**src/rtl/cseg_pkg.sv**
```systemverilog
package cseg_pkg;
    typedef enum logic [1:0] {
        ST_IDLE,
        ST_FETCH,
        ST_CALC,
        ST_DONE
    } cseg_state_e;

    localparam int unsigned IDX_WINDOW = 3;
endpackage

```
**src/rtl/cseg_idx_sel.sv**
```systemverilog
module cseg_idx_sel
    import cseg_pkg::*;
#(
    parameter int W    = 16,
    parameter int NREG = 8
) (
    input  logic [NREG*W-1:0] regs,
    input  logic [1:0]        xsel,
    output logic [W-1:0]      idx_val
);
    localparam int WBASE = NREG - IDX_WINDOW;

    logic [W-1:0] win [IDX_WINDOW];

    for (genvar g = 0; g < IDX_WINDOW; g++) begin : g_win
        assign win[g] = regs[(WBASE + g)*W +: W];
    end

    // registers below the index window are not used here
    logic unused_low;
    assign unused_low = ^regs[WBASE*W-1:0];

    always_comb begin
        unique case (xsel)
            2'd1:    idx_val = win[0];
            2'd2:    idx_val = win[1];
            2'd3:    idx_val = win[2];
            default: idx_val = '0;
        endcase
    end
endmodule

```
**src/rtl/cseg_final_fmt.sv**
```systemverilog
module cseg_final_fmt #(
    parameter int W = 16
) (
    input  logic [W-1:0] base,
    input  logic [W-1:0] idx,
    input  logic         is_byte,
    input  logic         half,
    output logic [W-1:0] word_addr,
    output logic         byte_lo
);
    logic [W-1:0] sum;

    always_comb begin
        sum = base + idx;
        if (is_byte) begin
            word_addr = {half, sum[W-1:1]};
            byte_lo   = sum[0];
        end else begin
            word_addr = sum;
            byte_lo   = 1'b0;
        end
    end
endmodule

```
**src/rtl/cseg_addr_gen.sv**
```systemverilog
module cseg_addr_gen
    import cseg_pkg::*;
#(
    parameter int AW   = 16,
    parameter int NREG = 8
) (
    input  logic               clk,
    input  logic               rst_n,
    input  logic               req_valid,
    input  logic [AW-1:0]      req_pc,
    input  logic [AW-1:0]      req_disp,
    input  logic               req_indirect,
    input  logic [1:0]         req_xsel,
    input  logic               req_byte,
    input  logic [NREG*AW-1:0] stk_regs,
    output logic               ready,
    output logic               mem_rd_en,
    output logic [AW-1:0]      mem_rd_addr,
    input  logic [AW-1:0]      mem_rd_data,
    output logic               done,
    output logic [AW-1:0]      out_word_addr,
    output logic               out_byte_lo,
    output logic               out_is_byte
);
    cseg_state_e state_q, state_d;

    logic [AW-1:0] ref_q, idx_q, idx_val;
    logic          pc_hi_q, ind_q, byte_q;
    logic [AW-1:0] base, fmt_addr;
    logic          half, fmt_blo;
    logic [AW-1:0] res_addr_q;
    logic          res_blo_q, res_isb_q;
    logic          accept;

    assign accept = (state_q == ST_IDLE) && req_valid;

    cseg_idx_sel #(.W(AW), .NREG(NREG)) u_idx (
        .regs    (stk_regs),
        .xsel    (req_xsel),
        .idx_val (idx_val)
    );

    // next state
    always_comb begin
        state_d = state_q;
        unique case (state_q)
            ST_IDLE:  if (req_valid) state_d = req_indirect ? ST_FETCH : ST_CALC;
            ST_FETCH: state_d = ST_CALC;
            ST_CALC:  state_d = ST_DONE;
            ST_DONE:  state_d = ST_IDLE;
            default:  state_d = ST_IDLE;
        endcase
    end

    // state register
    always_ff @(posedge clk or negedge rst_n) begin
        if (!rst_n) state_q <= ST_IDLE;
        else        state_q <= state_d;
    end

    // base and half selection; cell contents are a self-relative offset
    always_comb begin
        base = ind_q ? (ref_q + mem_rd_data) : ref_q;
        half = ind_q ? ref_q[AW-1] : pc_hi_q;
    end

    cseg_final_fmt #(.W(AW)) u_fmt (
        .base      (base),
        .idx       (idx_q),
        .is_byte   (byte_q),
        .half      (half),
        .word_addr (fmt_addr),
        .byte_lo   (fmt_blo)
    );

    // request capture and result registers
    always_ff @(posedge clk or negedge rst_n) begin
        if (!rst_n) begin
            ref_q      <= '0;
            idx_q      <= '0;
            pc_hi_q    <= 1'b0;
            ind_q      <= 1'b0;
            byte_q     <= 1'b0;
            res_addr_q <= '0;
            res_blo_q  <= 1'b0;
            res_isb_q  <= 1'b0;
        end else begin
            if (accept) begin
                ref_q   <= req_pc + req_disp;
                idx_q   <= idx_val;
                pc_hi_q <= req_pc[AW-1];
                ind_q   <= req_indirect;
                byte_q  <= req_byte;
            end
            if (state_q == ST_CALC) begin
                res_addr_q <= fmt_addr;
                res_blo_q  <= fmt_blo;
                res_isb_q  <= byte_q;
            end
        end
    end

    // outputs
    always_comb begin
        ready         = (state_q == ST_IDLE);
        mem_rd_en     = (state_q == ST_FETCH);
        mem_rd_addr   = ref_q;
        done          = (state_q == ST_DONE);
        out_word_addr = res_addr_q;
        out_byte_lo   = res_blo_q;
        out_is_byte   = res_isb_q;
    end
endmodule

```
**config.mk**
```make
export PLATFORM = sky130hd
export DESIGN_NAME = cseg_addr_gen
export DESIGN_NICKNAME = d
export VERILOG_FILES = /design/src/rtl/cseg_pkg.sv /design/src/rtl/cseg_idx_sel.sv /design/src/rtl/cseg_final_fmt.sv /design/src/rtl/cseg_addr_gen.sv
export SDC_FILE = /design/constraint.sdc
export NUM_CORES = 1
export LEC_CHECK = 0
export BUFFER_PORTS_ARGS = -buffer_cell sky130_fd_sc_hd__buf_2
export CAP_MARGIN = 20
export CORE_UTILIZATION = 45
export DETAILED_ROUTE_END_ITERATION = 6
export HOLD_SLACK_MARGIN = 0.02
export PLACE_DENSITY = 0.79
export SLEW_MARGIN = 30
export SYNTH_ARGS = -nofsm -noshare
export SYNTH_HDL_FRONTEND = slang
export SYNTH_SLANG_ARGS = --single-unit
```
**constraint.sdc**
```tcl
create_clock -name clk -period 4.9 [get_ports clk]
set_clock_uncertainty 0.15 [all_clocks]
set_input_delay 0.49 -clock clk [delete_from_list [all_inputs] [get_ports clk]]
set_output_delay 0.49 -clock clk [all_outputs]
set_load 0.01 [all_outputs]
```
==> impl_metrics.ini <==
[die]
core_um2 = 10420
die_h_um = 106.1
row_count = 37
die_w_um = 106.1
num_io_pins = 220
start_util_pct = 46.77
die_area_um2 = 11250

[drt]
drc = 0
wirelength_um = 11920
drtAntennaViolNets = 0
wl_per_cell_um = 14.63
drt_iter0_markers = 144
vias = 4436
viasPerCell = 5.443
firstDrtPassIters = 4

[power]
power.leakage_nw = 2.814
peakVddDrop_mv = 0.2405
power_density_nw_per_um2 = 678.9

[timing]
finalHoldViolations = 0
finalSetupViolCount = 0
maxSlewViolCount = 0
slew_headroom_pct = 53.08
rsz0062_at_grt = no
final.period_utilization_pct = 86.24
worstMarginPinSlew_ns = 0.7006
max_freq_mhz = 236.7
setup-tns-final_ns = 0
holdWs_ns = 0.1546
fin_crit_ns = 4.226

[cts]
cts_setup_buffers = 0
h-tree-depth = 2
cts_hold_buf = 0
clkSinkCount = 55
cts_buffers = 5
cts_buffer_depth = 2
clk_latency_ns = 0.31
cts_tree = yes
clkTransAtPathRegs_ns = 0.10
cts_root_buf = clkbuf_8
post_cts_resized = 0

[yosys]
synth_nets = 787
yosys_warnings = 0
synth-seq-cells = 55
synth.top_cells.by_area = dfrtp_1 (28%), ha_1 (13%), mux2_2 (7.6%)
async_reset_ff_share_pct = 100.0
yosysMostFrequentCell = nand2_1
synth_cell_types = 62
syn_inst = 549
synthFlopType = dfrtp_1
synth_top_area_share_pct = 28.25
synth_area_per_cell_um2 = 8.875
ys_seq_area_share_pct = 28.25
synthTopCellsByCount = nand2_1 (56), dfrtp_1 (55), ha_1 (52), nor2_1 (44), o21ai_0 (40)
synth-edff-count = 0
syn_area_um2 = 4872
yosysTopAreaCell = dfrtp_1

[finish]
fin_cells = 815
synthToLayoutAreaGrowth_pct = 18.59
drive_gt1_share_pct = 29.65
final_nets = 915
stdcell_area_um2 = 5778

[global_routing]
top_usage_layer = met2
grt_pass1_wl_um = 19950
globalRouteOverflowTotal = 0
met2_usage_pct = 39.45
use_met3_pct = 4.598
grt_max_degree = 67
grtUsageTotal_pct = 21.80
grt_pass1_vias = 4374
met1_usage_pct = 26.31
antenna_found_initial = 3

[placed_design]
place_area_um2 = 5690
place_inst = 806
dp_hpwl_um = 9749
routabilityCongestion = 0.8329
io_buffers = 139

[worst_setup_path]
cp_slowest_stage_delay_ns = 0.43
critPathMaxFanout = 5
worstPathArrival_ns = 4.32
crit_family = compound AO/OA/AOI/OAI gates
path_cells = ha_1 -> inv_1 -> fa_1 -> nor2b_4 -> o21ai_2 -> nand2b_2 -> a311oi_4 -> a211oi_1 -> o21ai_0 -> a211oi_1 -> mux2_2 -> ha_1 -> nand2_1 -> nor2_1 -> a21oi_1 -> o31ai_1 -> o41ai_2 -> xnor2_1 -> mux2i_1 -> a21oi_1
crit_type = register to register
worstSetupStartpointType = register
slowest_stage = a311oi_4
critPathRequiredTime_ns = 4.99
critPathBufInv = 1
crit_path_end_kind = register

[run_status]
status = complete, no violations

[flow_run]
cap_violations = 0

[min_path]
hp-class = input port to asynchronous set/reset pin
[worst paths after layout]
check / slack (ns) / start / cells past startpoint / end
setup / recovery: 0.67 / mem_rd_addr[0] / 20 / out_word_addr[13]
hold / removal: 0.15 / rst_n / 2 / out_byte_lo
setup reg to reg: 0.67 / mem_rd_addr[0] / 20 / out_word_addr[13]
hold reg to reg: 0.34 / idx_q[0] / 2 / idx_q[0]
max in group asynchronous: 3.99 / rst_n / 2 / idx_q[9]
min in group clk: 0.28 / req_byte / 2 / byte_q
[metal layers]
layer  wire, um  vias to the layer above
met1       5221                     2021
met3        742                       19
met5         10                        -
met2       5771                      130
li1           -                     2264
met4        175                        2
[logic make-up after synthesis]
group,Yosys count,share of synthesized area [%]
XOR/XNOR,35,6.292
AO/OA/AOI/OAI,164,22.52
AND/OR/NAND/NOR,149,14.46
buffers and inverters,44,3.390
multiplexers,47,10.50
adder cells (fa/ha/maj),55,14.59
flip-flops,55,28.25
[final cells by class]
type,count,area [um2]
fill,963,4638
inverter,22,82.58
timing repair buffer,143,725.7
clock buffer,6,72.57
multi-input combinational,450,3336
sequential,55,1376
tap,136,170.2
antenna,1,2.502
clock inverter,2,12.51
[layout by cell type (no fill, tap or decap), types with 7 or more instances in the layout]
cell type / count
o21a_1: 10
mux2i_1: 14
xor2_1: 13
nor2_1: 44
xnor2_1: 22
buf_2: 139
a31oi_1: 7
a21oi_1: 38
inv_1: 21
a211oi_1: 9
nand3_1: 8
a22oi_1: 16
o21ai_1: 8
nand2_1: 55
nor3_1: 7
dfrtp_1: 55
o21ai_0: 40
mux2_2: 33
ha_1: 52
[registers in the layout, indices dropped and copies added (netlist names)]
| signal | count |
|---|---|
| out_word_addr | 16 |
| out_byte_lo | 1 |
| idx_q | 16 |
| state_q | 2 |
| mem_rd_addr | 16 |
| out_is_byte | 1 |
| ind_q | 1 |
| pc_hi_q | 1 |
| byte_q | 1 |
[through the flow]
stage	setup slack [ns]	utilization, %	power, mW
3_3_place_gp	0.6472	54.61	3.527
6_report	0.6744	55.47	3.922
3_5_place_dp	0.5487	54.63	3.663
2_1_floorplan	0.9815	-	2.985
5_1_grt	0.4090	55.47	4.319
4_1_cts	0.7013	55.45	3.936
[power by group]
group          total (mW)  internal [mW]  switching (mW)
logic                2.81           1.25            1.56
registers           0.865          0.673           0.192
clock network       0.249          0.100           0.148
[worst reg2reg max path, cell delays in order (launching register included)]
cell      delay, ns
dfrtp_1        0.42
ha_1           0.25
inv_1          0.08
fa_1           0.25
nor2b_4        0.06
o21ai_2        0.12
nand2b_2       0.10
a311oi_4       0.43
a211oi_1       0.14
o21ai_0        0.18
a211oi_1       0.09
mux2_2         0.29
ha_1           0.35
nand2_1        0.12
nor2_1         0.05
a21oi_1        0.15
o31ai_1        0.13
o41ai_2        0.30
xnor2_1        0.20
mux2i_1        0.13
a21oi_1        0.17
(Power assumes the default switching activity.)
